$ cat config.mk
export PLATFORM = sky130hd
export DESIGN_NAME = simd_pad_adder
export DESIGN_NICKNAME = d
export VERILOG_FILES = /design/src/rtl/simd_pad_pkg.sv /design/src/rtl/simd_pad_mode_dec.sv /design/src/rtl/simd_pad_ripple.sv /design/src/rtl/simd_pad_carry_tap.sv /design/src/rtl/simd_pad_adder.sv
export SDC_FILE = /design/constraint.sdc
export NUM_CORES = 1
export LEC_CHECK = 0
export BUFFER_PORTS_ARGS = -buffer_cell sky130_fd_sc_hd__buf_2
export CAP_MARGIN = 20
export CORE_MARGIN = 4
export CORE_UTILIZATION = 34
export DETAILED_ROUTE_END_ITERATION = 16
export PLACE_DENSITY = 0.92
export SYNTH_ARGS = -nofsm -noshare
export SYNTH_HDL_FRONTEND = slang
export SYNTH_SLANG_ARGS = --single-unit
$ cat constraint.sdc
create_clock -name vclk -period 8.32
set_input_delay 0.416 -clock vclk [all_inputs]
set_output_delay 0.416 -clock vclk [all_outputs]
set_load 0.01 [all_outputs]
$ cat src/rtl/simd_pad_pkg.sv
package simd_pad_pkg;

  typedef enum logic [1:0] {
    MODE_X1  = 2'd0,
    MODE_X2  = 2'd1,
    MODE_X4  = 2'd2,
    MODE_RSV = 2'd3
  } mode_e;

  localparam int MAXW = 64;

  function automatic int lanes_of(mode_e m);
    case (m)
      MODE_X2: return 2;
      MODE_X4: return 4;
      default: return 1;
    endcase
  endfunction

  function automatic int elem_w(mode_e m, int eww, int ewn);
    return (m == MODE_X4) ? ewn : eww;
  endfunction

  // bits occupied by the elements of one mode
  function automatic logic [MAXW-1:0] elem_mask(mode_e m, int vw, int eww, int ewn);
    logic [MAXW-1:0] r;
    int n;
    int lw;
    int ew;
    r  = '0;
    n  = lanes_of(m);
    lw = vw / n;
    ew = elem_w(m, eww, ewn);
    for (int l = 0; l < n; l++) begin
      for (int k = 0; k < ew; k++) begin
        r[l*lw+k] = 1'b1;
      end
    end
    return r;
  endfunction

  // bit b set: carry from bit b-1 may enter bit b
  function automatic logic [MAXW-1:0] link_mask(mode_e m, int vw, int eww, int ewn);
    logic [MAXW-1:0] em;
    logic [MAXW-1:0] r;
    int lw;
    em = elem_mask(m, vw, eww, ewn);
    r  = '0;
    lw = vw / lanes_of(m);
    for (int b = 1; b < vw; b++) begin
      if (em[b] && em[b-1] && ((b % lw) != 0)) r[b] = 1'b1;
    end
    return r;
  endfunction

  // single bit at the top of element 'lane', empty when the lane is absent
  function automatic logic [MAXW-1:0] tap_mask(mode_e m, int lane, int vw, int eww, int ewn);
    logic [MAXW-1:0] r;
    int n;
    int lw;
    r  = '0;
    n  = lanes_of(m);
    lw = vw / n;
    if (lane < n) r[lane*lw + elem_w(m, eww, ewn) - 1] = 1'b1;
    return r;
  endfunction

  function automatic logic [MAXW-1:0] union_mask(int vw, int eww, int ewn);
    return elem_mask(MODE_X1, vw, eww, ewn) |
           elem_mask(MODE_X2, vw, eww, ewn) |
           elem_mask(MODE_X4, vw, eww, ewn);
  endfunction

endpackage

$ cat src/rtl/simd_pad_mode_dec.sv
module simd_pad_mode_dec
  import simd_pad_pkg::*;
#(
  parameter int VW        = 32,
  parameter int EW_WIDE   = 11,
  parameter int EW_NARROW = 5
) (
  input  logic [1:0]    mode_i,
  output logic [VW-1:0] link_o,
  output logic [VW-1:0] keep_o
);

  // the only three carry-link patterns that exist
  localparam logic [VW-1:0] LINK_X1 = VW'(link_mask(MODE_X1, VW, EW_WIDE, EW_NARROW));
  localparam logic [VW-1:0] LINK_X2 = VW'(link_mask(MODE_X2, VW, EW_WIDE, EW_NARROW));
  localparam logic [VW-1:0] LINK_X4 = VW'(link_mask(MODE_X4, VW, EW_WIDE, EW_NARROW));
  localparam logic [VW-1:0] KEEP_X1 = VW'(elem_mask(MODE_X1, VW, EW_WIDE, EW_NARROW));
  localparam logic [VW-1:0] KEEP_X2 = VW'(elem_mask(MODE_X2, VW, EW_WIDE, EW_NARROW));
  localparam logic [VW-1:0] KEEP_X4 = VW'(elem_mask(MODE_X4, VW, EW_WIDE, EW_NARROW));

  mode_e mode;
  assign mode = mode_e'(mode_i);

  always_comb begin
    case (mode)
      MODE_X2: begin
        link_o = LINK_X2;
        keep_o = KEEP_X2;
      end
      MODE_X4: begin
        link_o = LINK_X4;
        keep_o = KEEP_X4;
      end
      default: begin
        link_o = LINK_X1;
        keep_o = KEEP_X1;
      end
    endcase
  end

endmodule

$ cat src/rtl/simd_pad_ripple.sv
module simd_pad_ripple #(
  parameter int            VW   = 32,
  parameter logic [VW-1:0] LIVE = '1
) (
  input  logic [VW-1:0] a_i,
  input  logic [VW-1:0] b_i,
  input  logic [VW-1:0] link_i,
  output logic [VW-1:0] sum_o,
  output logic [VW-1:0] cout_o
);

  for (genvar g = 0; g < VW; g++) begin : g_bit
    if (!LIVE[g]) begin : g_blank
      // never part of any element: no adder cell, constant zero
      assign sum_o[g]  = a_i[g] & b_i[g] & link_i[g] & 1'b0;
      assign cout_o[g] = 1'b0;
    end else begin : g_live
      logic cin;
      if (g == 0) begin : g_first
        assign cin = link_i[g] & 1'b0;
      end else begin : g_next
        assign cin = link_i[g] & cout_o[g-1];
      end
      assign sum_o[g]  = a_i[g] ^ b_i[g] ^ cin;
      assign cout_o[g] = (a_i[g] & b_i[g]) | ((a_i[g] ^ b_i[g]) & cin);
    end
  end

endmodule

$ cat src/rtl/simd_pad_carry_tap.sv
module simd_pad_carry_tap
  import simd_pad_pkg::*;
#(
  parameter int VW        = 32,
  parameter int EW_WIDE   = 11,
  parameter int EW_NARROW = 5,
  parameter int NC        = 4
) (
  input  logic [1:0]    mode_i,
  input  logic [VW-1:0] cout_i,
  output logic [NC-1:0] carry_o
);

  mode_e mode;
  assign mode = mode_e'(mode_i);

  for (genvar i = 0; i < NC; i++) begin : g_elem
    localparam logic [VW-1:0] T_X1 = VW'(tap_mask(MODE_X1, i, VW, EW_WIDE, EW_NARROW));
    localparam logic [VW-1:0] T_X2 = VW'(tap_mask(MODE_X2, i, VW, EW_WIDE, EW_NARROW));
    localparam logic [VW-1:0] T_X4 = VW'(tap_mask(MODE_X4, i, VW, EW_WIDE, EW_NARROW));
    logic [VW-1:0] sel;
    always_comb begin
      case (mode)
        MODE_X2: sel = T_X2;
        MODE_X4: sel = T_X4;
        default: sel = T_X1;
      endcase
    end
    assign carry_o[i] = |(cout_i & sel);
  end

endmodule

$ cat src/rtl/simd_pad_adder.sv
module simd_pad_adder
  import simd_pad_pkg::*;
#(
  parameter int VW        = 32,
  parameter int EW_WIDE   = 11,
  parameter int EW_NARROW = 5,
  parameter int NC        = 4
) (
  input  logic [1:0]    mode_i,
  input  logic [VW-1:0] a_i,
  input  logic [VW-1:0] b_i,
  output logic [VW-1:0] sum_o,
  output logic [NC-1:0] carry_o
);

  localparam logic [VW-1:0] LIVE = VW'(union_mask(VW, EW_WIDE, EW_NARROW));

  logic [VW-1:0] link;
  logic [VW-1:0] keep;
  logic [VW-1:0] raw_sum;
  logic [VW-1:0] cout;

  simd_pad_mode_dec #(
    .VW(VW), .EW_WIDE(EW_WIDE), .EW_NARROW(EW_NARROW)
  ) u_dec (
    .mode_i (mode_i),
    .link_o (link),
    .keep_o (keep)
  );

  simd_pad_ripple #(
    .VW(VW), .LIVE(LIVE)
  ) u_add (
    .a_i    (a_i),
    .b_i    (b_i),
    .link_i (link),
    .sum_o  (raw_sum),
    .cout_o (cout)
  );

  simd_pad_carry_tap #(
    .VW(VW), .EW_WIDE(EW_WIDE), .EW_NARROW(EW_NARROW), .NC(NC)
  ) u_tap (
    .mode_i  (mode_i),
    .cout_i  (cout),
    .carry_o (carry_o)
  );

  assign sum_o = raw_sum & keep;

  logic [EW_NARROW:0] low_ref;
  assign low_ref = {1'b0, a_i[EW_NARROW-1:0]} + {1'b0, b_i[EW_NARROW-1:0]};

  always_comb begin

    blank_bits_zero_chk: assert ((sum_o & ~LIVE) == '0)
      else $error("blank bit driven");

    lsb_no_carry_in_chk: assert (sum_o[0] == (a_i[0] ^ b_i[0]))
      else $error("carry entered bit 0");

    if (mode_i == 2'd0 || mode_i == 2'd3) begin
      carry_hi_zero_chk: assert (carry_o[NC-1:1] == '0)
        else $error("carry on absent element");
    end

    if (mode_i == 2'd1 || mode_i == 2'd2) begin
      lane_cut_chk: assert (link[VW/2] == 1'b0)
        else $error("carry linked across lane boundary");
    end

    if (mode_i == 2'd2) begin
      narrow_carry_chk: assert (carry_o[0] == low_ref[EW_NARROW])
        else $error("narrow element carry wrong");
    end
  end

endmodule

After elaboration in Yosys (flattened, before gate mapping)
Cells that the tools add are included.
{"block": "word_totals", "inputBits": 66, "register_bits": 0, "wordCells": 165, "out_inout_bits": 36}
{"block": "op_classes", "n_eq_ne": 2, "muxes": 6, "reduce_logical": 4, "bitwise_logic": 153}
{"operator": "32-bit OR reduction", "count": 4}
{"operator": "29-bit case mux with 2 select lines", "count": 2}
{"operator": "1-bit bitwise AND", "count": 74}
{"operator": "27-bit case mux with 2 select lines", "count": 1}
{"operator": "1-bit XOR", "count": 50}
{"operator": "29-bit by 32-bit bitwise AND with 32-bit output", "count": 1}
{"operator": "29-bit by 11-bit bitwise AND with 29-bit output", "count": 1}
{"operator": "29-bit by 21-bit bitwise AND with 29-bit output", "count": 1}
{"operator": "29-bit by 27-bit bitwise AND with 29-bit output", "count": 1}
{"operator": "29-bit bitwise AND", "count": 1}
{"operator": "29-bit 2-to-1 mux", "count": 1}
{"operator": "1-bit OR", "count": 24}
{"operator": "21-bit 2-to-1 mux", "count": 1}
{"operator": "11-bit 2-to-1 mux", "count": 1}
{"operator": "2-bit by 1-bit == test with 1-bit output (second input constant)", "count": 1}
{"operator": "2-bit == test (second input constant)", "count": 1}

Depth between registers and ports, before layout
{"block": "depth", "depth_word": 40, "mapped_depth": 28, "mapped_depth_nobuf": 27}

Modules after synthesis
A second synthesis with hierarchy kept.
{"block": "unflattened", "cells_unflattened": 186, "hier_area_um2": 1574.0}
{"mod": "simd_pad_ripple", "area_per_inst_um2": 804.5, "seq_area_each_um2": 0.0, "instances": 1, "cells_per_inst": 79}
{"mod": "simd_pad_mode_dec", "area_per_inst_um2": 510.5, "seq_area_each_um2": 0.0, "instances": 1, "cells_per_inst": 69}
{"mod": "simd_pad_adder", "area_per_inst_um2": 200.2, "seq_area_each_um2": 0.0, "instances": 1, "cells_per_inst": 32}
{"mod": "simd_pad_carry_tap", "area_per_inst_um2": 58.8, "seq_area_each_um2": 0.0, "instances": 1, "cells_per_inst": 6}

Worst setup path before layout
Ideal clock, no wire load.
{"block": "synth_path", "kind": "input to output", "startpoint": "input mode_i[0]", "endpoint": "output sum_o[28]", "stages": 28, "t_arrival_ns": 7.496, "path_slack_ns": 0.408, "required_ns": 7.904, "path_buffers": 1, "cell_sequence": "inv_1 -> ha_1 -> buf_6 -> nand2b_1 -> fa_1 -> or2_1 -> fa_1 -> or2_1 -> fa_1 -> or2_1 -> fa_1 -> nand2b_1 -> fa_1 -> nand2b_1 -> fa_1 -> nand2b_1 -> fa_1 -> nand2b_1 -> fa_1 -> or2_1 -> fa_1 -> or2_1 -> fa_1 -> nand2b_1 -> fa_1 -> nand2b_1 -> fa_1 -> nor2b_1"}
{"block": "synth_via", "elab_chain_cells": 38, "elab_cells_between_ends": 40, "cone_classes": "eq/ne (2); mux (2); bitwise (36)"}
{"item": "start: declaration", "line_no": "simd_pad_adder.sv:9", "source": "input logic [1:0] mode_i,"}
{"item": "2-bit == test / 2-bit by 1-bit == test with 1-bit output (equally long branches)", "line_no": "simd_pad_mode_dec.sv:25", "source": "case (mode)"}
{"item": "29-bit case mux with 2 select lines", "line_no": "simd_pad_mode_dec.sv:25"}
{"item": "1-bit bitwise AND", "line_no": "simd_pad_ripple.sv:22", "source": "assign cin = link_i[g] & cout_o[g-1];"}
{"item": "1-bit bitwise AND", "line_no": "simd_pad_ripple.sv:25", "source": "assign cout_o[g] = (a_i[g] & b_i[g]) | ((a_i[g] ^ b_i[g]) & cin);"}
{"item": "1-bit OR", "line_no": "simd_pad_ripple.sv:25"}
{"item": "1-bit bitwise AND", "line_no": "simd_pad_ripple.sv:22"}
{"item": "1-bit bitwise AND", "line_no": "simd_pad_ripple.sv:25"}
{"item": "1-bit OR", "line_no": "simd_pad_ripple.sv:25"}
{"item": "[22 not listed]"}
{"item": "1-bit bitwise AND", "line_no": "simd_pad_ripple.sv:25"}
{"item": "1-bit OR", "line_no": "simd_pad_ripple.sv:25"}
{"item": "1-bit bitwise AND", "line_no": "simd_pad_ripple.sv:22"}
{"item": "1-bit bitwise AND", "line_no": "simd_pad_ripple.sv:25"}
{"item": "1-bit OR", "line_no": "simd_pad_ripple.sv:25"}
{"item": "1-bit bitwise AND", "line_no": "simd_pad_ripple.sv:22"}
{"item": "1-bit XOR", "line_no": "simd_pad_ripple.sv:24", "source": "assign sum_o[g] = a_i[g] ^ b_i[g] ^ cin;"}
{"item": "29-bit by 32-bit bitwise AND with 32-bit output (*)", "line_no": "simd_pad_adder.sv:49", "source": "assign sum_o = raw_sum & keep;"}
{"item": "end: declaration", "line_no": "simd_pad_adder.sv:12", "source": "output logic [VW-1:0] sum_o,"}
Mark *: on every way between the ends. The rest lies on a longest branch, timed or not.

Final worst setup path
Ends and elaborated chain as after synthesis.

==> results by group <==
Outcome
  • Run status: finished clean

Route
  • Met3 Wirelength: 367 um
  • Via density: 4.253
  • Final WL: 2462 um
  • DR pass1 iterations: 2
  • Antenna viol nets, final: 0
  • Initial drt markers: 9
  • DR WL met2: 1410 um
  • Routed len/inst: 10.75 um
  • Vias post-DR: 974
  • Met1 wire length: 684 um
  • Residual DRC count: 0
  • Max layer used: met3

Worst setup path
  • Worst Path Buf+Inv: 3
  • Crit path capture: sum_o[28]
  • Slowest CP cell: fa_1
  • Crit-path max cell delay: 430 ps
  • Arrival time worst endpoint: 7620 ps
  • CP max FO: 2
  • Startpoint types: input port
  • Top Family by Delay on Critical Path: adder cells
  • Worst path most repeated cell: fa_2
  • Crit. End Element: primary output
  • Setup CP Type: in2out
  • Required @ worst endpoint: 7900 ps
  • Worst Setup SP: mode_i[0]
  • Crit path depth: 29

Power and ir drop
  • Peak supply drop: 38.04 uV
  • Pwr dens: 60.10 nW/um^2
  • Clock share of power: 0%
  • Seq pwr share: 0%
  • Sw Ratio: 50.55%
  • Leakage: 0.9047 nW
  • Int Power: 44.17 uW
  • Switching pwr: 45.15 uW
  • Pwr Total: 89.33 uW
  • Comb power frac: 100.0%

Die
  • Number of top-level pins: 102
  • Core ar.: 2758 sq um
  • Chip Width: 61.68 um
  • Die height: 61.68 um
  • Initial Utilization: 35.53%
  • Die area: 3804 sq um
  • Rows: 19

Placement
  • Hpwl dp: 2315 um
  • Final GP Congestion: 0.6486
  • PortBufs: 84
  • Placed Area: 1401 sq um
  • Dpl ws: -75.78 ps

Synthesis
  • Area leader, netlist: fa_1
  • Avg Cell Area, Syn: 8.519 sq um
  • Sequential element share of the synthesized area: 0%
  • Synthesized area: 979.7 sq um
  • Ys Warns: 0
  • Mapped Cells: 115
  • Yosys top cell area share: 49.04%
  • Synth cell types: 15
  • Synth area leaders: fa_1 (49%), inv_1 (14%), ha_1 (6.4%)

Cells and area
  • Post-route cell area: 1486 sq um
  • Area delta synth->final: 51.72%
  • Final Util: 53.90%
  • Seq Cell Count: 0
  • Commonest non-fill, non-tap cell in the layout: buf_2
  • Most frequent cells in the layout: buf_2 (84), inv_1 (36), fa_1 (15)
  • Storage cell area: 0 sq um
  • Filler cells: 285
  • # diodes: 0
  • Fin nets: 295
  • Fraction of layout cells with a size suffix above 1: 52.53%
  • Layout clock buffer count: 0

Global route
  • Grt ovf: 0
  • Total Routing Usage GR: 12.33%
  • First-pass GRT wire length: 3712 um
  • Initial antenna violation count: 0
  • Largest net degree at the start of global routing: 14
  • Vias in the first global route: 966

Worst hold path
  • Hold Crit Class: in2out

STA
  • Max-slew violation count: 0
  • Final setup viols: 0
  • Setup TNS: 0 ps
  • Fin. Hold Viols: 0
  • Fin worst setup slack: 284.3 ps
  • Tcrit/Tclk final: 96.58%
  • Final Critical Period: 8036 ps
  • Max Fclk: 0.1244 GHz

Run
  • Max-Cap Viols: 0
cell usage after synthesis (all sizes together):
master / count
inv: 36
fa: 24
nand2: 1
nand2b: 8
or2: 5
nor2: 10
buf: 8
nor2b: 10
and2: 4
mux2: 1
and2b: 1
o21ai: 1
ha: 5
conb: 1
per-layer routing:
metal	track usage, %	up-vias
met1	12.80	446
met4	0	0
met5	0	-
li1	-	468
met2	27.06	60
met3	1.258	0
worst min-delay path, cell delays in order:
cell and delay, ps:
buf_2 80, ha_1 110, buf_2 120
what timing repair did:
action                                  4_1_cts  5_1_grt
hold buffers                                  0        0
cloned                                        0        0
pin swaps                                     0        9
endpoints found under the setup margin        2        2
buffers inserted                              0        1
gates resized for setup                       2       15
final cells by class:
cell class	instances	area (sq um)	share of cell area, %
multi-input cells	76	877.1	59.01
repair buffers	86	435.4	29.29
inverters	36	135.1	9.091
well taps	31	38.79	2.609
logic make-up after synthesis:
| logic type | Yosys count | share of synthesized area (%) |
|---|---|---|
| other cells | 1 | 0.3828 |
| simple gates | 39 | 22.22 |
| buf+inv | 44 | 20.31 |
| compound gates | 1 | 0.5104 |
| mux | 1 | 1.149 |
| fa+ha+maj | 29 | 55.43 |
how the worst min path moves through the flow:
stage / end / cells past startpoint / from
after detailed placement: sum_o[0] / 3 / b_i[0]
after floorplan: sum_o[0] / 1 / b_i[0]
after CTS: sum_o[0] / 3 / b_i[0]
after global placement: sum_o[0] / 3 / b_i[0]
final: sum_o[0] / 3 / b_i[0]
after global routing: sum_o[0] / 3 / b_i[0]
power groups by stage:
stage                     combinational [mW]  sequential [mW]  clock (mW)
final                                 0.0893                0           0
after global routing                   0.104                0           0
after CTS                             0.0865                0           0
after detailed placement              0.0859                0           0
after global placement                0.0813                0           0
after floorplan                       0.0509                0           0
metrics by stage:
step / cells / hold WS (ps)
after floorplan: 120 / 972.1
after global placement: 228 / 1126
after detailed placement: 228 / 1148
after CTS: 228 / 1146
after global routing: 229 / 1154
final: 229 / 1138
Note: power is estimated with default switching activity, not from simulation.
